<file path="config.mk">
export PLATFORM = sky130hd
export DESIGN_NAME = ibr_bridge
export DESIGN_NICKNAME = d
export VERILOG_FILES = /design/src/rtl/ibr_pkg.sv /design/src/rtl/ibr_host_regs.sv /design/src/rtl/ibr_seq.sv /design/src/rtl/ibr_bridge.sv
export SDC_FILE = /design/constraint.sdc
export NUM_CORES = 1
export LEC_CHECK = 0
export ABC_CLOCK_PERIOD_IN_PS = 2800
export BUFFER_PORTS_ARGS = -buffer_cell sky130_fd_sc_hd__buf_2
export CORE_MARGIN = 3
export CORE_UTILIZATION = 45
export DETAILED_ROUTE_END_ITERATION = 10
export PLACE_DENSITY = 0.88
export SYNTH_ARGS = -nofsm -noshare
export SYNTH_HDL_FRONTEND = slang
export SYNTH_SLANG_ARGS = --single-unit
</file>
<file path="constraint.sdc">
create_clock -name clk -period 2.8 [get_ports clk]
set_input_delay 0.7 -clock clk [delete_from_list [all_inputs] [get_ports clk]]
set_output_delay 0.7 -clock clk [all_outputs]
set_load 0.005 [all_outputs]
</file>
<file path="src/rtl/ibr_pkg.sv">
package ibr_pkg;

    localparam int HOST_DW  = 32;
    localparam int LANES    = HOST_DW / 8;
    localparam int MODE_W   = 4 + LANES;
    localparam int BE_LSB   = 4;
    localparam int HOST_OW  = 4;

    typedef enum logic [1:0] {
        SLOT_CTRL = 2'd0,
        SLOT_MODE = 2'd1,
        SLOT_ADDR = 2'd2,
        SLOT_DATA = 2'd3
    } slot_e;

    typedef enum logic {
        ST_IDLE = 1'b0,
        ST_WAIT = 1'b1
    } seq_state_e;

    typedef struct packed {
        logic             we;
        logic [LANES-1:0] be;
    } xfer_kind_t;

    localparam logic [HOST_DW-1:0] TRIGGER_VAL = HOST_DW'(1);

    function automatic xfer_kind_t decode_mode(input logic [MODE_W-1:0] mode);
        xfer_kind_t k;
        k.we = mode[0];
        k.be = mode[0] ? mode[BE_LSB +: LANES] : '0;
        return k;
    endfunction

endpackage

</file>
<file path="src/rtl/ibr_host_regs.sv">
module ibr_host_regs
    import ibr_pkg::*;
#(
    parameter int REM_AW = 16
) (
    input  logic                clk,
    input  logic                rst,
    input  logic                host_en,
    input  logic                host_we,
    input  slot_e               slot,
    input  logic [HOST_DW-1:0]  host_wdata,
    input  logic                busy,
    input  logic                cap_en,
    input  logic [HOST_DW-1:0]  cap_data,
    output logic                start,
    output logic [MODE_W-1:0]   mode_q,
    output logic [REM_AW-1:0]   addr_q,
    output logic [HOST_DW-1:0]  data_q,
    output logic [HOST_DW-1:0]  rdata
);

    logic wr_ok;
    assign wr_ok = host_en && host_we && !busy;
    assign start = wr_ok && (slot == SLOT_CTRL) && (host_wdata == TRIGGER_VAL);

    always_ff @(posedge clk) begin
        if (rst) begin
            mode_q <= '0;
            addr_q <= '0;
        end else if (wr_ok) begin
            if (slot == SLOT_MODE) mode_q <= host_wdata[MODE_W-1:0];
            if (slot == SLOT_ADDR) addr_q <= host_wdata[REM_AW-1:0];
        end
    end

    always_ff @(posedge clk) begin
        if (rst) begin
            data_q <= '0;
        end else if (cap_en) begin
            data_q <= cap_data;
        end else if (wr_ok && slot == SLOT_DATA) begin
            data_q <= host_wdata;
        end
    end

    always_comb begin
        unique case (slot)
            SLOT_CTRL: rdata = HOST_DW'(busy);
            SLOT_MODE: rdata = HOST_DW'(mode_q);
            SLOT_ADDR: rdata = HOST_DW'(addr_q);
            default:   rdata = data_q;
        endcase
    end

    // staged mode and address cannot move while a transaction is in flight
    p_frozen_r7: assert property (@(posedge clk) disable iff (rst)
        busy |=> ($stable(mode_q) && $stable(addr_q)));

    // read capture takes the remote word on the completing edge
    p_capture_r5: assert property (@(posedge clk) disable iff (rst)
        cap_en |=> (data_q == $past(cap_data)));

endmodule

</file>
<file path="src/rtl/ibr_seq.sv">
module ibr_seq
    import ibr_pkg::*;
(
    input  logic clk,
    input  logic rst,
    input  logic start,
    input  logic rem_ack,
    input  logic is_write,
    output logic busy,
    output logic cap_en
);

    seq_state_e state_q;

    always_ff @(posedge clk) begin
        if (rst) begin
            state_q <= ST_IDLE;
        end else begin
            unique case (state_q)
                ST_IDLE: if (start)   state_q <= ST_WAIT;
                ST_WAIT: if (rem_ack) state_q <= ST_IDLE;
                default:              state_q <= ST_IDLE;
            endcase
        end
    end

    assign busy   = (state_q == ST_WAIT);
    assign cap_en = busy && rem_ack && !is_write;

    // an accepted trigger raises busy on the next edge
    p_start_r3: assert property (@(posedge clk) disable iff (rst)
        start |=> busy);

    // the sampled acknowledge ends the transaction
    p_ack_ends_r4: assert property (@(posedge clk) disable iff (rst)
        (busy && rem_ack) |=> !busy);

    // busy persists until acknowledged
    p_hold_r8: assert property (@(posedge clk) disable iff (rst)
        (busy && !rem_ack) |=> busy);

    // idle right after reset
    p_reset_idle_r1: assert property (@(posedge clk) disable iff (rst)
        $past(rst) |-> !busy);

endmodule

</file>
<file path="src/rtl/ibr_bridge.sv">
module ibr_bridge
    import ibr_pkg::*;
#(
    parameter int REM_AW = 16
) (
    input  logic                clk,
    input  logic                rst,
    input  logic                host_en,
    input  logic                host_we,
    input  logic [3:0]          host_addr,
    input  logic [31:0]         host_wdata,
    output logic [31:0]         host_rdata,
    output logic                rem_req,
    output logic                rem_we,
    output logic [3:0]          rem_be,
    output logic [REM_AW-1:0]   rem_addr,
    output logic [31:0]         rem_wdata,
    input  logic                rem_ack,
    input  logic [31:0]         rem_rdata
);

    slot_e              slot;
    logic               start;
    logic               busy;
    logic               cap_en;
    logic [MODE_W-1:0]  mode_q;
    logic [HOST_DW-1:0] data_q;
    xfer_kind_t         kind;
    logic               unused_lowbits;

    assign slot           = slot_e'(host_addr[HOST_OW-1:2]);
    assign unused_lowbits = ^host_addr[1:0];
    assign kind           = decode_mode(mode_q);

    ibr_host_regs #(.REM_AW(REM_AW)) u_regs (
        .clk        (clk),
        .rst        (rst),
        .host_en    (host_en),
        .host_we    (host_we),
        .slot       (slot),
        .host_wdata (host_wdata),
        .busy       (busy),
        .cap_en     (cap_en),
        .cap_data   (rem_rdata),
        .start      (start),
        .mode_q     (mode_q),
        .addr_q     (rem_addr),
        .data_q     (data_q),
        .rdata      (host_rdata)
    );

    ibr_seq u_seq (
        .clk      (clk),
        .rst      (rst),
        .start    (start),
        .rem_ack  (rem_ack),
        .is_write (kind.we),
        .busy     (busy),
        .cap_en   (cap_en)
    );

    assign rem_req   = busy;
    assign rem_we    = kind.we;
    assign rem_be    = kind.be;
    assign rem_wdata = data_q;

    // remote fields steady while waiting for acknowledge
    p_stable_r8: assert property (@(posedge clk) disable iff (rst)
        (rem_req && !rem_ack) |=> (rem_req && $stable(rem_addr) && $stable(rem_wdata)
                                   && $stable(rem_we) && $stable(rem_be)));

    // request drops right after the acknowledge
    p_drop_r8: assert property (@(posedge clk) disable iff (rst)
        (rem_req && rem_ack) |=> !rem_req);

    // write completion leaves the data register untouched
    p_write_keeps_data_r6: assert property (@(posedge clk) disable iff (rst)
        (rem_req && rem_ack && rem_we) |=> $stable(data_q));

    // stray acknowledge while idle raises nothing
    p_stray_ack_r9: assert property (@(posedge clk) disable iff (rst)
        (!rem_req && rem_ack && !start) |=> !rem_req);

endmodule

</file>
======== Word-level counts from Yosys, hierarchy flattened ========
Index checks and enable logic that the tools add are counted.
operators by class
  reductions and logical operators ........ 13
  muxes and demuxes ....................... 7
  bitwise operators ....................... 1
  eq/ne operators ......................... 4
operators with widths
  kind                 number
  $pmux 32 s3          1
  $mux 32              2
  $eq 32x1->1 const B  1
  $logic_and 1x1->1    7
  $eq 2x2->1 const B   2
  $mux 4               1
  $reduce_and 2->1     2
  $eq 2x1->1 const B   1
  $logic_not 1->1      2
  $logic_not 2->1      1
  $mux 1               2
  $pmux 1 s2           1
  $reduce_bool 2->1    1
  $not 1->1            1
storage, ports and cells
  output and inout port bits .............. 86
  input bits .............................. 73
  register bits after elaboration ......... 57
  logic and storage cells ................. 29

======== Longest topological paths before layout ========
Gate-level depths: netlist of the first run.
  word-level depth ........................ 6
  gate-level depth with buffers ........... 8
  mapped depth without buffers ............ 4

======== Modules after synthesis ========
Synthesis of the first run repeated with hierarchy kept, for this count alone.
second synthesis, totals
  cell total of the unflattened synthesis .. 386
  area, all modules ....................... 3238.1 um2
modules (own cells, without submodules)
  module         instances  cells an instance  area an instance (um2)  sequential area each (um2)
  ibr_host_regs  1          376                3164.3                  1121.1
  ibr_seq        1          6                  48.8                    20.0
  ibr_bridge     1          4                  25.0                    0.0

======== Worst setup path after synthesis of the first run ========
OpenSTA, ideal clock, no wires.
  kind .................................... in2out
  start point ............................. input port host_addr[3]
  end point ............................... output port host_rdata[1]
  stages on the path ...................... 4
  path slack .............................. 492 ps
  arrival ................................. 1608 ps
  data required time ...................... 2100 ps
  buffers on the path ..................... 2
  cell sequence ........................... buf_6 > clkbuf_1 > mux2_2 > a22o_1
between the ends
  longest elaborated chain between the ends .. 2
  elaborated cells between the ends (all ways) .. 4
  classes of those cells .................. eq/ne: 2; mux: 1; reduce/logical: 1
ends and longest elaborated chain
  what                                      RTL line             text
  start, declared                           ibr_bridge.sv:10     input logic [3:0] host_addr,
  $eq 2x2->1, or another cell as far along  ibr_host_regs.sv:47  unique case (slot)
  $pmux 32 s3 *                             ibr_host_regs.sv:47
  end, declared                             ibr_bridge.sv:12     output logic [31:0] host_rdata,
Mark *: on every way between the ends. The rest lies on a longest branch, timed or not.

======== Final worst setup path of the first run ========
  start point ............................. input port host_addr[2]
  end point ............................... output port host_rdata[3]
Same word-level chain as after synthesis.

==> out/metrics.csv, run 1 <==
metric;value;unit
outcome;finished, final reports clean;
register_area;1140;um2
hpwl;6780;um
fillers;558;
period_needed;2570;ps
cp_top_family;buffers and inverters;
worstMarginPinSlew;731;ps
synth_top_area_share;0.372;
postSynthCellCount;331;
ys_warn_count;0;
fin_worst_skew;9.04;ps
clock_latency;320;ps
fp-row-count;29;
maxCapViolCount;0;
die-area;7850;um2
cpMostUsedCell;buf_2;
syn_nets;404;
post_drt_via_cell_ratio;5.39;
area_delta_synth_final;30.7;%
cts_setup_buffers;0;
rsz0062_at_grt;false;
io_buffers;156;
vdd_drop_max;254;uV
setup_violations;0;
routed-via-count;3014;
grt_pass1_wl;13900;um
max_slew_margin;0.513;
n_antenna_cell;0;
period_share;0.918;
post-route-util;0.618;
drt_first_pass_iters;4;
ant_nets;0;
synth_seq_area_share;0.372;
p_leak;2.08;nW
ys_seq_elements;57;
drc;0;
min_path_type;register to register;
synth-edff-count;0;
yosysUniqueCellTypes;30;
crit_buf_inv;3;
path_clk_slew;60;ps
cts_max_level;3;
cp_slowest_cell;buf_2;
cts_buffers;9;
cts_root_buffer;clkbuf_8;
drtIter0Drc;145;
die_x;88.6;um
track_usage;0.230;
multi_input_area;1730;um2
gr-total-overflow;0;
yosysMostFrequentCell;dfxtp_1;
critical_path_class;input pin to output port;
pin_count;159;
crit_chain;buf_2 > buf_4 > a22o_1 > buf_2;
routedWlPerCell;16.2;um
drive_above_1_share;0.456;
fin_tns_setup;0;ps
cts_sinks;57;
core;6490;um2
cp-start-kind;input pin;
max_freq;0.389;GHz
slowest_delay;570;ps
start_util;0.473;
worstPathMaxFanout;34;
crit_arrival;1870;ps
gp_congestion;0.784;
yosys-top-cells-count;dfxtp_1 (57), nand2_1 (44), mux2i_1 (40);
fin_nets;550;
hold_buffers;0;
yosys.area.top_type;dfxtp_1;
grt_max_degree;51;
drt-total-wl;9050;um
cp.required;2100;ps
slew_violations;0;
ys.flop_type;dfxtp_1;
power_density;439;nW/um2
cp-end-kind;output port;
die_h;88.6;um
cts_resized;0;
cts_max_path_buffers;2;
async_flop_share;0;
cts_tree;built;
avgSynthCellArea;9.28;um2
synth_area_leaders;dfxtp_1 (37%), mux2i_1 (13%), a211oi_2 (11%);
syn_area;3070;um2
antenna_found_initial;0;
grt_pass1_vias;2915;
finalHoldViolCount;0;
-- sequential cells by signal (all words and copies together) (netlist names) --
| signal | count |
|---|---|
| u_regs.addr_q | 16 |
| u_seq.busy | 1 |
| u_regs.data_q | 32 |
| u_regs.mode_q | 8 |
-- report_power, final --
group	internal, W	switching, W	total (W)	leakage, nW
Combinational	0.000109	0.000133	0.000242	1.52
Sequential	0.000835	0.0000172	0.000852	0.462
Clock	0.000366	0.000303	0.000668	0.0932
Total	0.00131	0.000452	0.00176	2.08
-- stage by stage --
step           total power [W]  std cells  hold slack, ps  setup WS, ps  instance area, um2
2_1_floorplan         0.000998        331             434           492                3070
3_3_place_gp           0.00110        543             447           322                3840
3_5_place_dp           0.00111        543             445           244                3840
4_1_cts                0.00178        559             454           244                4010
5_1_grt                0.00184        559             494           167                4010
6_report               0.00176        559             453           230                4010
-- cell type report --
type	count	share of cell area
clock buffers	13	0.0396
multi-input cells	243	0.432
clock inverters	3	0.00374
repair buffers	166	0.216
well taps	77	0.0240
flip-flops and latches	57	0.284
-- placed cells by master (no fill, tap or decap) --
cell / count
nor2_1: 34
nand3_1: 8
o31ai_4: 1
nor4bb_2: 1
and2_1: 4
a211oi_1: 4
nor2b_4: 1
nand2_1: 44
nor2b_1: 8
dfxtp_1: 57
a211oi_2: 28
clkinv_2: 3
nand4_1: 2
mux2_2: 7
o21ai_0: 1
nor4_1: 7
nor3b_4: 1
nor4b_1: 1
or3b_1: 1
buf_4: 9
nand3b_1: 1
buf_2: 156
buf_12: 1
clkbuf_1: 2
clkbuf_8: 11
and3_1: 17
a22o_1: 7
a21oi_1: 24
mux2i_1: 40
mux4_2: 1
-- logic make-up after synthesis --
logic type,count (synthesis),synth area share
buffers and inverters,31,0.0656
flip-flops,57,0.372
AND/OR/NAND/NOR,130,0.208
multiplexers,48,0.163
AO/OA/AOI/OAI,65,0.192
-- tightest hold or removal path: cells and delay by family, from the launching register on --
| kind | cells | cell delay (ps) |
|---|---|---|
| AO/OA/AOI/OAI | 1 | 50 |
| flip-flops | 1 | 310 |
| AND/OR/NAND/NOR | 1 | 50 |
-- path summary, 6_finish.rpt --
check,from,end,slack [ps],depth (start not counted)
max,host_addr[2],host_rdata[3],230,4
min,u_regs.mode_q[1]$_SDFFE_PP0P_,u_regs.mode_q[1]$_SDFFE_PP0P_,450,2
max reg2reg,u_seq.busy$_SDFF_PP0_,u_regs.data_q[31]$_SDFFE_PP0P_,1000,6
min reg2reg,u_regs.mode_q[1]$_SDFFE_PP0P_,u_regs.mode_q[1]$_SDFFE_PP0P_,450,2
-- per-layer routing --
| layer | track usage | up-vias | share of wire |
|---|---|---|---|
| met5 | 0 | - | 0 |
| met4 | 0.0893 | 0 | 0.016 |
| met3 | 0.0456 | 14 | 0.062 |
| met2 | 0.404 | 129 | 0.51 |
| met1 | 0.276 | 1399 | 0.42 |
| li1 | - | 1472 | - |
Note: power is estimated with default switching activity, not from simulation.
==> run 2: changes to the inputs <==
--- a/config.mk
+++ b/config.mk
@@ -8,9 +8,10 @@
 export ABC_CLOCK_PERIOD_IN_PS = 2800
 export BUFFER_PORTS_ARGS = -buffer_cell sky130_fd_sc_hd__buf_2
 export CORE_MARGIN = 3
-export CORE_UTILIZATION = 45
+export CORE_UTILIZATION = 35
 export DETAILED_ROUTE_END_ITERATION = 10
-export PLACE_DENSITY = 0.88
+export PLACE_DENSITY = 0.72
 export SYNTH_ARGS = -nofsm -noshare
 export SYNTH_HDL_FRONTEND = slang
 export SYNTH_SLANG_ARGS = --single-unit
+export TNS_END_PERCENT = 1
==> out/metrics.csv, run 2 (synthesized netlist as in run 1, its figures left out) <==
metric;value;unit;change
fillers;853;;+53%
cts_max_level;3;;unchanged
fp-row-count;33;;+14%
worstMarginPinSlew;611;ps;-120 ps
power_density;422;nW/um2;-3.8%
critical_path_class;input pin to output port;;
period_needed;2480;ps;-89.6 ps
reg2reg_setup_slack;970;ps;-30 ps
drtIter0Drc;108;;-26%
top_register;u_regs.data_q;;
max_freq;0.403;GHz;+3.6%
maxCapViolCount;0;;unchanged
cp-end-kind;output port;;
reg.largest.list;u_regs.data_q (32), u_regs.addr_q (16), u_regs.mode_q (8);;
grt_max_degree;55;;+7.8%
final_cell_mix;buf_2 (156), dfxtp_1 (57), nand2_1 (44);;
hold_buffers;0;;unchanged
core;8380;um2;+29%
slew_violations;0;;unchanged
gr-total-overflow;0;;unchanged
antenna_found_initial;0;;unchanged
cp-start-kind;input pin;;
outcome;finished, final reports clean;;
path_clk_slew;60;ps;about the same
n_antenna_cell;0;;unchanged
drive_above_1_share;0.452;;-0.00415
gr-usage-met2;0.313;;-0.0908
grt_pass1_wl;14800;um;+6.1%
die-area;9930;um2;+27%
setup_violations;0;;unchanged
drc;0;;unchanged
cts_max_path_buffers;2;;unchanged
start_util;0.366;;-0.106
ant_nets;0;;unchanged
cts_setup_buffers;0;;unchanged
largest_reg_flops;32;;unchanged
gp_congestion;0.749;;-4.5%
grt_util_met3;0.0407;;-0.00495
drt-total-wl;9490;um;+5.0%
hpwl;7060;um;+4.1%
vdd_drop_max;192;uV;-24%
finalHoldViolCount;0;;unchanged
post-route-util;0.481;;-0.137
drt_first_pass_iters;5;;+1
cts_resized;0;;unchanged
cts_sinks;57;;unchanged
cp.required;2100;ps;about the same
track_usage;0.187;;-0.0430
post_drt_via_cell_ratio;5.09;;-5.6%
grt_use_met1;0.241;;-0.0346
area_delta_synth_final;31.4;%;
grt_pass1_vias;2889;;-0.89%
cts_buffers;9;;unchanged
cts_tree;built;;
die_h;99.7;um;+12%
routedWlPerCell;16.2;um;about the same
p_leak;2.07;nW;-0.49%
fin_worst_skew;4.42;ps;-4.63 ps
io_buffers;156;;unchanged
pin_count;159;;unchanged
rsz0062_at_grt;false;;
fin_nets;552;;+0.36%
max_slew_margin;0.593;;+0.0798
period_share;0.886;;-0.0320
clock_latency;320;ps;about the same
min_path_type;register to register;;
worstPathMaxFanout;19;;-44%
die_x;99.7;um;+12%
layout_commonest_cell;buf_2;;
fin_tns_setup;0;ps;unchanged
busiest_layer;met2;;
cts_root_buffer;clkbuf_8;;
crit_arrival;1780;ps;-90 ps
routed-via-count;2989;;-0.83%
==> run 2: cell types whose count changed in the layout (fill, tap and decap cells not counted) <==
cell,change
buf_4,+2
clkbuf_1,+2
clkbuf_8,-2
clkinv_2,-2
==> run 2: per-layer routing <==
layer | vias to the layer above | routed length [um]
li1 | 1472 | -
met1 | 1391 | 4010
met2 | 120 | 4710
met3 | 6 | 725
met4 | 0 | 47
met5 | - | 0
==> run 2: where the power goes <==
| part | leakage [nW] | total (W) | internal (W) | switching [W] |
|---|---|---|---|---|
| sequential | 0.462 | 0.000852 | 0.000835 | 0.0000171 |
| clock | 0.0733 | 0.000608 | 0.000311 | 0.000297 |
| combinational | 1.53 | 0.000243 | 0.000111 | 0.000132 |
==> run 2: worst paths after layout <==
check	startpoint	endpoint	depth (start not counted)
setup reg to reg	u_seq.busy$_SDFF_PP0_	u_regs.data_q[17]$_SDFFE_PP0P_	6
hold reg to reg	u_regs.mode_q[1]$_SDFFE_PP0P_	u_regs.mode_q[1]$_SDFFE_PP0P_	2
hold / removal	u_regs.mode_q[1]$_SDFFE_PP0P_	u_regs.mode_q[1]$_SDFFE_PP0P_	2
setup / recovery	host_addr[3]	host_rdata[0]	3
==> run 2: final cells by class <==
class	instances	area, um2	area share
Tap cell	105	131	0.0326
Clock buffer	13	139	0.0344
Clock inverter	1	5.00	0.00124
Sequential cell	57	1140	0.283
Multi-Input combinational cell	243	1730	0.430
Timing Repair Buffer	168	883	0.219
==> run 2: worst max-delay path, stage by stage <==
cell and delay (ps):
buf_2 380, mux4_2 560, buf_2 140
==> run 2: metrics by stage <==
step	cells	power, W	hold WS, ps	setup WS (ps)	cell area, um2
after floorplan	331	0.000998	434	492	3070
after global placement	573	0.00111	449	324	3890
after detailed placement	573	0.00111	461	263	3890
after CTS	587	0.00172	470	297	4030
after global routing	587	0.00179	498	247	4030
final	587	0.00170	470	319	4030
==> run 3: changes to the inputs <==
--- a/config.mk
+++ b/config.mk
@@ -5,12 +5,13 @@
 export SDC_FILE = /design/constraint.sdc
 export NUM_CORES = 1
 export LEC_CHECK = 0
+export ABC_AREA = 1
 export ABC_CLOCK_PERIOD_IN_PS = 2800
 export BUFFER_PORTS_ARGS = -buffer_cell sky130_fd_sc_hd__buf_2
 export CORE_MARGIN = 3
 export CORE_UTILIZATION = 35
 export DETAILED_ROUTE_END_ITERATION = 10
-export PLACE_DENSITY = 0.72
+export PLACE_DENSITY = 0.73
 export SYNTH_ARGS = -nofsm -noshare
 export SYNTH_HDL_FRONTEND = slang
 export SYNTH_SLANG_ARGS = --single-unit
==> out/metrics.csv, run 3 <==
metric;value;unit;change
max_freq;0.436;GHz;+8.2%
cts_resized;0;;unchanged
drive_above_1_share;0.310;;-0.142
cts_root_buffer;clkbuf_8;;
avgSynthCellArea;6.31;um2;-32%
p_leak;2.02;nW;-2.1%
synth_seq_area_share;0.378;;+0.00616
cts_setup_buffers;0;;unchanged
ys.flop_type;dfxtp_1;;
pin_count;159;;unchanged
routedWlPerCell;14.2;um;-12%
period_needed;2290;ps;-188 ps
yosys-top-cells-count;nand2_1 (210), dfxtp_1 (57), a21oi_1 (51);;
async_flop_share;0;;unchanged
slew_violations;0;;unchanged
postSynthCellCount;479;;+45%
critical_path_class;input pin to output port;;
fillers;907;;+6.3%
drtIter0Drc;190;;+76%
die_h;98.9;um;-0.77%
gr-total-overflow;0;;unchanged
core;8300;um2;-0.99%
cp-end-kind;output port;;
whs;467;ps;-3.26 ps
setup_violations;0;;unchanged
vdd_drop_max;342;uV;+78%
hold_buffers;0;;unchanged
fp-row-count;33;;unchanged
gp_congestion;0.845;;+13%
routed-via-count;3582;;+20%
grt_pass1_vias;3272;;+13%
layout_commonest_cell;nand2_1;;
largest_reg_flops;32;;unchanged
final_cell_mix;nand2_1 (210), buf_2 (156), dfxtp_1 (57);;
syn_area;3020;um2;-1.6%
finalHoldViolCount;0;;unchanged
fin_worst_skew;8.95;ps;+4.53 ps
synth_area_leaders;dfxtp_1 (38%), nand2_1 (26%), a21oi_1 (8.5%);;
cts_max_level;3;;unchanged
worstMarginPinSlew;585;ps;-26.4 ps
cts_max_path_buffers;2;;unchanged
yosys.area.top_type;dfxtp_1;;
post_drt_via_cell_ratio;4.83;;-5.1%
rsz0062_at_grt;false;;
syn_nets;552;;+37%
cp.required;2100;ps;about the same
clock_latency;330;ps;about the same
fin_nets;704;;+28%
synth-edff-count;0;;unchanged
top_register;u_regs.data_q;;
synth_top_area_share;0.378;;+0.00616
outcome;finished, final reports clean;;
start_util;0.364;;-0.00239
io_buffers;156;;unchanged
area_delta_synth_final;34.2;%;
period_share;0.819;;-0.0670
antenna_found_initial;1;;+1
register_area;1140;um2;unchanged
drt_first_pass_iters;4;;-1
grt_pass1_wl;16400;um;+11%
track_usage;0.207;;+0.0198
cts_tree;built;;
drc;0;;unchanged
hpwl;7530;um;+6.6%
worstPathMaxFanout;6;;-13
min_path_type;register to register;;
ys_warn_count;0;;unchanged
grt_max_degree;34;;-38%
cts_buffers;9;;unchanged
path_clk_slew;60;ps;about the same
die-area;9780;um2;-1.5%
cts_sinks;57;;unchanged
maxCapViolCount;0;;unchanged
multi_input_area;1610;um2;-7.3%
drt-total-wl;10500;um;+11%
yosysMostFrequentCell;nand2_1;;
power_density;452;nW/um2;+7.2%
fin_tns_setup;0;ps;unchanged
p_total;0.00183;W;+7.7%
ant_nets;0;;unchanged
cp-start-kind;input pin;;
die_x;98.9;um;-0.77%
reg.largest.list;u_regs.data_q (32), u_regs.addr_q (16), u_regs.mode_q (8);;
yosysUniqueCellTypes;21;;-30%
max_slew_margin;0.610;;+0.0171
crit_arrival;1590;ps;-190 ps
ys_seq_elements;57;;unchanged
==> run 3: cell types whose count changed after synthesis, sizes merged, moves of 28 or more <==
cell / delta
nand2: +168
a211oi: -30
inv: +28
mux2i: -40
nand3: +33
a21oi: +30
==> run 3: worst paths after layout <==
kind / startpoint / end / slack (ps) / cells past startpoint
setup reg to reg: u_seq.busy$_SDFF_PP0_ / u_regs.data_q[26]$_SDFFE_PP0P_ / 1090 / 6
hold reg to reg: u_regs.mode_q[3]$_SDFFE_PP0P_ / u_regs.mode_q[3]$_SDFFE_PP0P_ / 470 / 2
setup / recovery: host_addr[2] / host_rdata[0] / 510 / 7
hold / removal: u_regs.mode_q[3]$_SDFFE_PP0P_ / u_regs.mode_q[3]$_SDFFE_PP0P_ / 470 / 2
==> run 3: final cells by class <==
type,instances,share of cell area
inverters,28,0.0259
multi-input cells,367,0.397
clock buffers,12,0.0383
clock inverters,3,0.00988
diodes,1,0.000617
well taps,105,0.0324
flip-flops and latches,57,0.281
repair buffers,168,0.215
==> run 3: through the flow <==
step / util / std cells / instance area [um2] / setup slack, ps
2_1_floorplan: - / 479 / 3020 / 710
3_3_place_gp: 0.465 / 725 / 3860 / 500
3_5_place_dp: 0.465 / 725 / 3860 / 506
4_1_cts: 0.488 / 740 / 4050 / 509
5_1_grt: 0.488 / 741 / 4050 / 427
6_report: 0.488 / 741 / 4050 / 507
==> run 3: cells by family after synthesis <==
group	after synthesis	share of synthesized area
simple gates	301	0.403
compound gates	66	0.130
flops	57	0.378
buf+inv	55	0.0899
==> run 3: where the power goes <==
| part | leakage, nW | internal [W] | switching [W] |
|---|---|---|---|
| logic | 1.46 | 0.0000880 | 0.000127 |
| registers | 0.461 | 0.000829 | 0.0000147 |
| clock network | 0.102 | 0.000452 | 0.000324 |
| total | 2.02 | 0.00137 | 0.000465 |
==> run 3: metal layers <==
layer  routed length, um  track usage
met5                   0            0
met4                 126       0.0704
met3                 707       0.0382
met2                5130        0.353
met1                4570        0.261
==> run 3: worst max-delay path: stages <==
cell       delay (ps)
buf_2             170
nand2_4            60
inv_1             190
buf_4             190
nand2_1            50
o2111ai_1          70
buf_2             150
